$ cat src/rtl/eth_fin_pkg.sv
package eth_fin_pkg;

  typedef enum logic [1:0] {
    PH_IDLE = 2'd0,
    PH_BODY = 2'd1,
    PH_PAD  = 2'd2,
    PH_FCS  = 2'd3
  } phase_t;

  typedef enum logic [1:0] {
    SRC_IN   = 2'd0,
    SRC_ZERO = 2'd1,
    SRC_FCS  = 2'd2
  } src_t;

  localparam int          FCS_BYTES    = 4;
  localparam logic [31:0] CRC_SEED     = 32'hFFFF_FFFF;
  localparam logic [31:0] CRC_POLY_REV = 32'hEDB8_8320;  // 0x04C11DB7 reflected

  // One byte through the reflected CRC-32 register, LSB first.
  function automatic logic [31:0] crc_step(input logic [31:0] cur, input logic [7:0] b);
    logic [31:0] r;
    r = cur ^ {24'd0, b};
    for (int k = 0; k < 8; k++) begin
      r = r[0] ? ((r >> 1) ^ CRC_POLY_REV) : (r >> 1);
    end
    return r;
  endfunction

endpackage

$ cat src/rtl/eth_fin_crc.sv
module eth_fin_crc
  import eth_fin_pkg::*;
(
  input  logic        clk,
  input  logic        rst_n,
  input  logic        start,
  input  logic        advance,
  input  logic [7:0]  din,
  output logic [31:0] crc_q
);

  logic [31:0] base;

  // The first byte of a frame folds into a fresh seed, so no separate clear cycle is needed.
  assign base = start ? CRC_SEED : crc_q;

  always_ff @(posedge clk) begin
    if (!rst_n) begin
      crc_q <= CRC_SEED;
    end else if (advance) begin
      crc_q <= crc_step(base, din);
    end
  end

endmodule

$ cat src/rtl/eth_fin_sa_ovr.sv
module eth_fin_sa_ovr #(
  parameter int SA_OFFSET  = 6,
  parameter int ADDR_BYTES = 6,
  parameter int CNT_W      = 6
) (
  input  logic [CNT_W-1:0]        idx,
  input  logic                    active,
  input  logic [8*ADDR_BYTES-1:0] addr,
  input  logic [7:0]              din,
  output logic [7:0]              dout
);

  logic [ADDR_BYTES-1:0] hit;
  logic [7:0]            lane [ADDR_BYTES];

  // One comparator per address byte; byte k of the field takes the k-th most significant octet.
  for (genvar k = 0; k < ADDR_BYTES; k++) begin : g_lane
    assign hit[k]  = (idx == CNT_W'(SA_OFFSET + k));
    assign lane[k] = addr[8*(ADDR_BYTES-1-k) +: 8];
  end

  always_comb begin
    dout = din;
    if (active) begin
      for (int k = 0; k < ADDR_BYTES; k++) begin
        if (hit[k]) dout = lane[k];
      end
    end
  end

endmodule

$ cat src/rtl/eth_fin_seq.sv
module eth_fin_seq
  import eth_fin_pkg::*;
#(
  parameter int MIN_DATA = 60,
  parameter int CNT_W    = 6
) (
  input  logic             clk,
  input  logic             rst_n,
  input  logic             in_valid,
  input  logic             in_sof,
  input  logic             in_eof,
  input  logic             in_skip,
  input  logic             sa_en,
  input  logic             out_ready,
  output logic             in_ready,
  output logic             out_valid,
  output logic             out_sof,
  output logic             out_eof,
  output phase_t           phase,
  output logic [CNT_W-1:0] idx_cur,
  output logic             sa_active,
  output src_t             src,
  output logic [1:0]       fcs_sel,
  output logic             crc_start,
  output logic             crc_adv
);

  localparam int FW = $clog2(FCS_BYTES);

  phase_t            phase_q;
  logic [CNT_W-1:0]  idx_q;
  logic [FW-1:0]     fcs_q;
  logic              skip_q;
  logic              en_q;

  logic              first, body, skip_cur, en_cur, last_fcs, out_fire;
  logic [CNT_W:0]    idx_inc;
  logic [CNT_W-1:0]  idx_next;
  logic              short_frame;

  always_comb begin
    first    = (phase_q == PH_IDLE);
    body     = first || (phase_q == PH_BODY);
    skip_cur = first ? in_skip : skip_q;
    en_cur   = first ? sa_en   : en_q;
    idx_cur  = first ? '0      : idx_q;
    idx_inc  = {1'b0, idx_cur} + 1'b1;
    idx_next = (idx_inc >= (CNT_W+1)'(MIN_DATA)) ? CNT_W'(MIN_DATA) : idx_inc[CNT_W-1:0];
    short_frame = (idx_next < CNT_W'(MIN_DATA));
    last_fcs = (fcs_q == FW'(FCS_BYTES - 1));

    in_ready  = body && out_ready;
    out_valid = body ? in_valid : 1'b1;
    out_sof   = body && in_sof;
    out_eof   = body ? (in_eof && skip_cur) : ((phase_q == PH_FCS) && last_fcs);
    out_fire  = out_valid && out_ready;

    case (phase_q)
      PH_PAD:  src = SRC_ZERO;
      PH_FCS:  src = SRC_FCS;
      default: src = SRC_IN;
    endcase

    sa_active = body && en_cur && !skip_cur;
    crc_start = first;
    crc_adv   = out_fire && !skip_cur && (phase_q != PH_FCS);
    phase     = phase_q;
    fcs_sel   = 2'(fcs_q);
  end

  always_ff @(posedge clk) begin
    if (!rst_n) begin
      phase_q <= PH_IDLE;
      idx_q   <= '0;
      fcs_q   <= '0;
      skip_q  <= 1'b0;
      en_q    <= 1'b0;
    end else if (out_fire) begin
      case (phase_q)
        PH_IDLE, PH_BODY: begin
          if (first) begin
            skip_q <= in_skip;
            en_q   <= sa_en;
          end
          idx_q <= idx_next;
          if (!in_eof)         phase_q <= PH_BODY;
          else if (skip_cur)   phase_q <= PH_IDLE;
          else if (short_frame) phase_q <= PH_PAD;
          else                 phase_q <= PH_FCS;
        end
        PH_PAD: begin
          idx_q <= idx_next;
          if (!short_frame) phase_q <= PH_FCS;
        end
        default: begin
          if (last_fcs) begin
            fcs_q   <= '0;
            phase_q <= PH_IDLE;
          end else begin
            fcs_q <= fcs_q + 1'b1;
          end
        end
      endcase
    end
  end

endmodule

$ cat src/rtl/eth_tx_finisher.sv
module eth_tx_finisher
  import eth_fin_pkg::*;
#(
  parameter int MIN_FRAME  = 64,
  parameter int SA_OFFSET  = 6,
  parameter int ADDR_BYTES = 6
) (
  input  logic                    clk,
  input  logic                    rst_n,
  input  logic                    sa_insert_en,
  input  logic [8*ADDR_BYTES-1:0] station_addr,
  input  logic                    in_valid,
  output logic                    in_ready,
  input  logic [7:0]              in_data,
  input  logic                    in_sof,
  input  logic                    in_eof,
  input  logic                    in_skip,
  output logic                    out_valid,
  input  logic                    out_ready,
  output logic [7:0]              out_data,
  output logic                    out_sof,
  output logic                    out_eof
);

  localparam int MIN_DATA = MIN_FRAME - FCS_BYTES;
  localparam int CNT_W    = $clog2(MIN_DATA + 1);

  phase_t           phase_w;
  src_t             src_w;
  logic [CNT_W-1:0] idx_w;
  logic             sa_active_w, crc_start_w, crc_adv_w;
  logic [1:0]       fcs_sel_w;
  logic [7:0]       body_byte;
  logic [31:0]      crc_w, fcs_w;

  eth_fin_seq #(
    .MIN_DATA (MIN_DATA),
    .CNT_W    (CNT_W)
  ) u_seq (
    .clk       (clk),
    .rst_n     (rst_n),
    .in_valid  (in_valid),
    .in_sof    (in_sof),
    .in_eof    (in_eof),
    .in_skip   (in_skip),
    .sa_en     (sa_insert_en),
    .out_ready (out_ready),
    .in_ready  (in_ready),
    .out_valid (out_valid),
    .out_sof   (out_sof),
    .out_eof   (out_eof),
    .phase     (phase_w),
    .idx_cur   (idx_w),
    .sa_active (sa_active_w),
    .src       (src_w),
    .fcs_sel   (fcs_sel_w),
    .crc_start (crc_start_w),
    .crc_adv   (crc_adv_w)
  );

  eth_fin_sa_ovr #(
    .SA_OFFSET  (SA_OFFSET),
    .ADDR_BYTES (ADDR_BYTES),
    .CNT_W      (CNT_W)
  ) u_sa (
    .idx    (idx_w),
    .active (sa_active_w),
    .addr   (station_addr),
    .din    (in_data),
    .dout   (body_byte)
  );

  eth_fin_crc u_crc (
    .clk     (clk),
    .rst_n   (rst_n),
    .start   (crc_start_w),
    .advance (crc_adv_w),
    .din     (out_data),
    .crc_q   (crc_w)
  );

  assign fcs_w = ~crc_w;

  always_comb begin
    case (src_w)
      SRC_ZERO: out_data = 8'h00;
      SRC_FCS:  out_data = fcs_w[8*fcs_sel_w +: 8];
      default:  out_data = body_byte;
    endcase
  end

endmodule

$ cat config.mk
export PLATFORM = sky130hd
export DESIGN_NAME = eth_tx_finisher
export DESIGN_NICKNAME = d
export VERILOG_FILES = /design/src/rtl/eth_fin_pkg.sv /design/src/rtl/eth_fin_crc.sv /design/src/rtl/eth_fin_sa_ovr.sv /design/src/rtl/eth_fin_seq.sv /design/src/rtl/eth_tx_finisher.sv
export SDC_FILE = /design/constraint.sdc
export NUM_CORES = 1
export LEC_CHECK = 0
export ABC_AREA = 1
export ABC_CLOCK_PERIOD_IN_PS = 3140
export BUFFER_PORTS_ARGS = -buffer_cell sky130_fd_sc_hd__buf_4
export CORE_ASPECT_RATIO = 1.75
export CORE_MARGIN = 3
export CORE_UTILIZATION = 58
export DETAILED_ROUTE_END_ITERATION = 10
export MAX_ROUTING_LAYER = met4
export PLACE_DENSITY = 0.88
export REMOVE_ABC_BUFFERS = 1
export SETUP_SLACK_MARGIN = 0.4
export SYNTH_ARGS = -nofsm -noshare
export SYNTH_HDL_FRONTEND = slang
export SYNTH_SLANG_ARGS = --single-unit
$ cat constraint.sdc
create_clock -name clk -period 3.14 [get_ports clk]
set_input_delay 0.314 -clock clk [delete_from_list [all_inputs] [get_ports clk]]
set_output_delay 0.314 -clock clk [all_outputs]
set_load 0.02 [all_outputs]
==> impl_metrics.json, run 1 <==
{
  "ios": 76,
  "cts_buffers": 5,
  "synth_warnings": 0,
  "syn_inst": 757,
  "yosysTopAreaCell": "dfxtp_1",
  "async_reset_ff_share_pct": 0,
  "io_buffer_count": 75,
  "cts_max_path_buffers": 2,
  "tool.error": "[ERROR DPL-0038] Utilization greater than 100%, impossible to legalize",
  "status": "stopped before the end",
  "lastStage": "5_1_grt",
  "grt_max_degree": 38,
  "clock_sinks": 44,
  "syn_area_um2": 4290,
  "syn_area_per_cell_um2": 5.66,
  "synth-seq-cells": 44,
  "synth_ff_type": "dfxtp_1",
  "place_hpwl_um": 11300,
  "synthDistinctLibCells": 41,
  "synth_area_leaders": "dfxtp_1 (21%), nand2_1 (20%), nand3_1 (9.2%)",
  "synth_seq_area_share_pct": 20.5,
  "die_w_um": 71.0,
  "worst_endpoint_kind": "register data pin",
  "rows": 40,
  "die_y_um": 120,
  "start_util_pct": 61.2,
  "grt_worst_setup_endpoint": "u_crc.crc_q[24]$_SDFFE_PN1P_/D",
  "root_buffer": "clkbuf_16",
  "gp_congestion": 1.07,
  "synth_edf_count": 0,
  "dpl.cell_count": 913,
  "htreeDepth": 2,
  "yosysTopAreaCellShare_pct": 20.5
}
[what timing repair did]
item | in CTS
resized for setup | 84
pin swaps | 25
setup endpoints to repair | 35
hold buffers | 0
cloned | 1
buffers inserted | 20
[synth_stat cells (3+ instances only)]
master,number
a21oi_1,48
clkbuf_1,18
dfxtp_1,44
ha_1,3
inv_1,71
inv_2,8
nand2_1,230
nand2_2,32
nand2_4,8
nand3_1,79
nand3_2,3
nor2_1,90
nor2_2,3
nor2_4,3
o211ai_1,7
o21ai_0,44
o21ai_1,6
o221ai_1,3
o311ai_0,5
or2_2,8
xor2_1,15
[through the flow]
step / util, % / hold slack, ps / setup slack [ps] / TNS (ps) / instance area, um^2
CTS: 80.4 / 327 / 389 / 0 / 5630
detailed placement: 71.3 / 484 / -22.1 / -43.6 / 5000
global placement: 71.3 / 475 / 61.6 / 0 / 5000
floorplan: - / 397 / -130 / -2410 / 4190
[cells by family after synthesis]
kind of cell    share of synthesized area (%)
simple gates                             49.2
compound gates                           16.2
buf+inv                                  9.51
flops                                    20.5
xor+xnor                                 3.47
fa+ha+maj                               0.875
mux                                     0.233
==> inputs of run 2 (changes only) <==
Settings changed: CORE_ASPECT_RATIO 1.75 to default, CORE_UTILIZATION 58 to 40, MAX_ROUTING_LAYER met4 to default, PLACE_DENSITY 0.88 to default, PLACE_DENSITY_LB_ADDON from default to 0.15, SETUP_SLACK_MARGIN 0.4 to default.
==> run 2 against run 1 <==
  * Synthesized cell count stayed put
  * The run now ends clean
  * Synthesized area unchanged
==> impl_metrics.json, run 2 <==
{
  "synth.most_common_cell": "nand2_1",
  "rrSetupSlack_ps": 250,
  "crit_end": "u_crc.crc_q[25]",
  "synthDistinctLibCells": 41,
  "grt_usage_pct": 24.2,
  "synth_area_leaders": "dfxtp_1 (21%), nand2_1 (20%), nand3_1 (9.2%)",
  "synth_warnings": 0,
  "layout_commonest_cell": "nand2_1",
  "design.core.area_um2": 10400,
  "gp_congestion": 0.898,
  "regArea_um2": 887,
  "crit_path_start": "u_seq.phase[0]",
  "grt_pass1_wl_um": 23200,
  "syn_area_per_cell_um2": 5.66,
  "finClkSkew_ps": 13.7,
  "async_reset_ff_share_pct": 0,
  "worstSetupEndpointType": "flip-flop",
  "dieArea_um2": 12000,
  "period_share_pct": 92.1,
  "cts_buffers": 5,
  "final_layout_size_suffix_gt1_share_pct": 24.0,
  "cellLeakagePower_nw": 2.61,
  "htreeDepth": 2,
  "cts.clk_slew.worst_paths_ps": 100,
  "first_pass_iters": 5,
  "grt_max_degree": 38,
  "area.growth.synth_to_final_pct": 24.4,
  "hold_viol_final": 0,
  "ir_drop_mv": 0.191,
  "start_util_pct": 41.3,
  "path_class": "reg2reg",
  "finalNetCount": 910,
  "overflow": 0,
  "ys_top_cells_by_count": "nand2_1 (230), nor2_1 (90), nand3_1 (79)",
  "cap_violations": 0,
  "syn_inst": 757,
  "totalWireLength_um": 14600,
  "rows": 37,
  "r2r_cells": 20,
  "synth_seq_area_share_pct": 20.5,
  "grt_pass1_vias": 4912,
  "critPathRequiredTime_ps": 3340,
  "worstSetupStartpointType": "flip-flop",
  "cts_tree": "yes",
  "yosysTopAreaCellShare_pct": 20.5,
  "die_w_um": 110,
  "io_buffer_count": 75,
  "cts_max_path_buffers": 2,
  "drc": 0,
  "clk_latency_ps": 310,
  "largest-register": "u_crc.crc_q",
  "multi_input_area_um2": 3100,
  "clock_sinks": 44,
  "r2r-end": "u_crc.crc_q[25]",
  "vias_per_cell": 5.33,
  "n_antenna_cell": 0,
  "p_per_area_nw_per_um2": 458,
  "design_power_total_mw": 2.44,
  "root_buffer": "clkbuf_8",
  "layout_common_cells": "nand2_1 (211), buf_4 (100), nor2_1 (89)",
  "status": "finished clean",
  "timing.fmax_mhz": 346,
  "antenna_found_initial": 0,
  "hold_buffers": 0,
  "drt_iter0_drc": 308,
  "fin_util_pct": 51.4,
  "timing.rr.start": "u_seq.phase[0]",
  "setup_viol": 0,
  "synth-seq-cells": 44,
  "ios": 76,
  "synth_ff_type": "dfxtp_1",
  "num-fill-cells": 1123,
  "ant_nets": 0,
  "die_y_um": 110,
  "reg_top3": "u_crc.crc_q (32), u_seq.idx_q (6)",
  "worstMarginPinSlew_ps": 733,
  "largest_register_ffs": 32,
  "hold_path_class": "in2reg",
  "place_hpwl_um": 10900,
  "fin_crit_ps": 2890,
  "fin_setup_tns_ps": 0,
  "num_vias": 5213,
  "worst-endpoint-arrival_ps": 3090,
  "synth_edf_count": 0,
  "wl_per_cell_um": 15.0,
  "slew_viol_final": 0,
  "slew_headroom_pct": 50.5,
  "yosysTopAreaCell": "dfxtp_1",
  "syn_area_um2": 4290,
  "path_max_fanout": 8
}
==> run 2: metal layers <==
metal  up-vias  global-route usage [%]  share of wire [%]
met5         -                       0                  0
met3        27                    2.76                7.1
li1       2603                       -                  -
met4         0                    7.39                2.1
met1      2398                    32.4                 44
met2       185                    40.9                 47
==> run 2: area by class of cell <==
type / instances / area share (%)
Tap cell: 136 / 3.19
Clock buffer: 5 / 1.29
Clock inverter: 1 / 0.563
Timing Repair Buffer: 101 / 14.3
Sequential cell: 44 / 16.6
Inverter: 81 / 5.87
Multi-Input combinational cell: 610 / 58.2
==> run 2: power breakdown <==
group          switching [mW]  internal [mW]  leakage [nW]
Sequential             0.0579          0.618         0.364
Combinational           0.859          0.465          2.20
Clock                   0.213          0.229        0.0501
==> run 2: metrics by stage <==
| stage | setup WS [ps] | hold slack [ps] | std cells | instance area [um^2] |
|---|---|---|---|---|
| 6_report | 248 | 324 | 978 | 5330 |
| 3_3_place_gp | 39.6 | 483 | 962 | 5040 |
| 4_1_cts | 39.0 | 323 | 969 | 5150 |
| 5_1_grt | -11.5 | 328 | 978 | 5330 |
| 2_1_floorplan | -130 | 397 | 735 | 4190 |
| 3_5_place_dp | -25.5 | 481 | 962 | 5040 |
==> run 2: critical path, cell delays in order (launching register included) <==
cell and delay [ps]:
dfxtp_4 370, inv_1 90, nand2_4 100, buf_4 170, or2_1 230, o21ai_2 90
inv_2 70, nor2_1 150, nand2_2 100, buf_4 170, o21ai_0 90, nand2_2 100
nand2_1 100, nand2_1 80, nand2_2 150, nand2_1 110, nand2_4 150, xor2_1 220
nand2_1 70, nand3_1 100, nand2_1 60
==> run 2: worst min path at each step <==
stage | cells past startpoint | to | start | slack, ps
2_1_floorplan | 1 | u_crc.crc_q[30] | rst_n | 400
3_3_place_gp | 2 | u_crc.crc_q[12] | u_crc.crc_q[12] | 480
3_5_place_dp | 2 | u_crc.crc_q[9] | u_crc.crc_q[9] | 480
4_1_cts | 2 | u_crc.crc_q[30] | rst_n | 320
5_1_grt | 2 | u_crc.crc_q[30] | rst_n | 330
6_report | 2 | u_crc.crc_q[28] | rst_n | 320
==> run 2: what timing repair did <==
item,in CTS,in global routing
resized for setup,1,41
setup buffers,1,9
setup endpoints to repair,2,24
pin swaps,1,12
gates cloned,0,0
==> run 2: logic make-up after synthesis <==
family	Yosys count	synth area share, %
AOI/OAI and AO/OA	122	16.2
xor gates and xnor gates	17	3.47
adders and majority gates	3	0.875
buffers and inverters	103	9.51
DFF	44	20.5
muxes	1	0.233
and+or+nand+nor	467	49.2
Power figures use the tool's default switching activity.
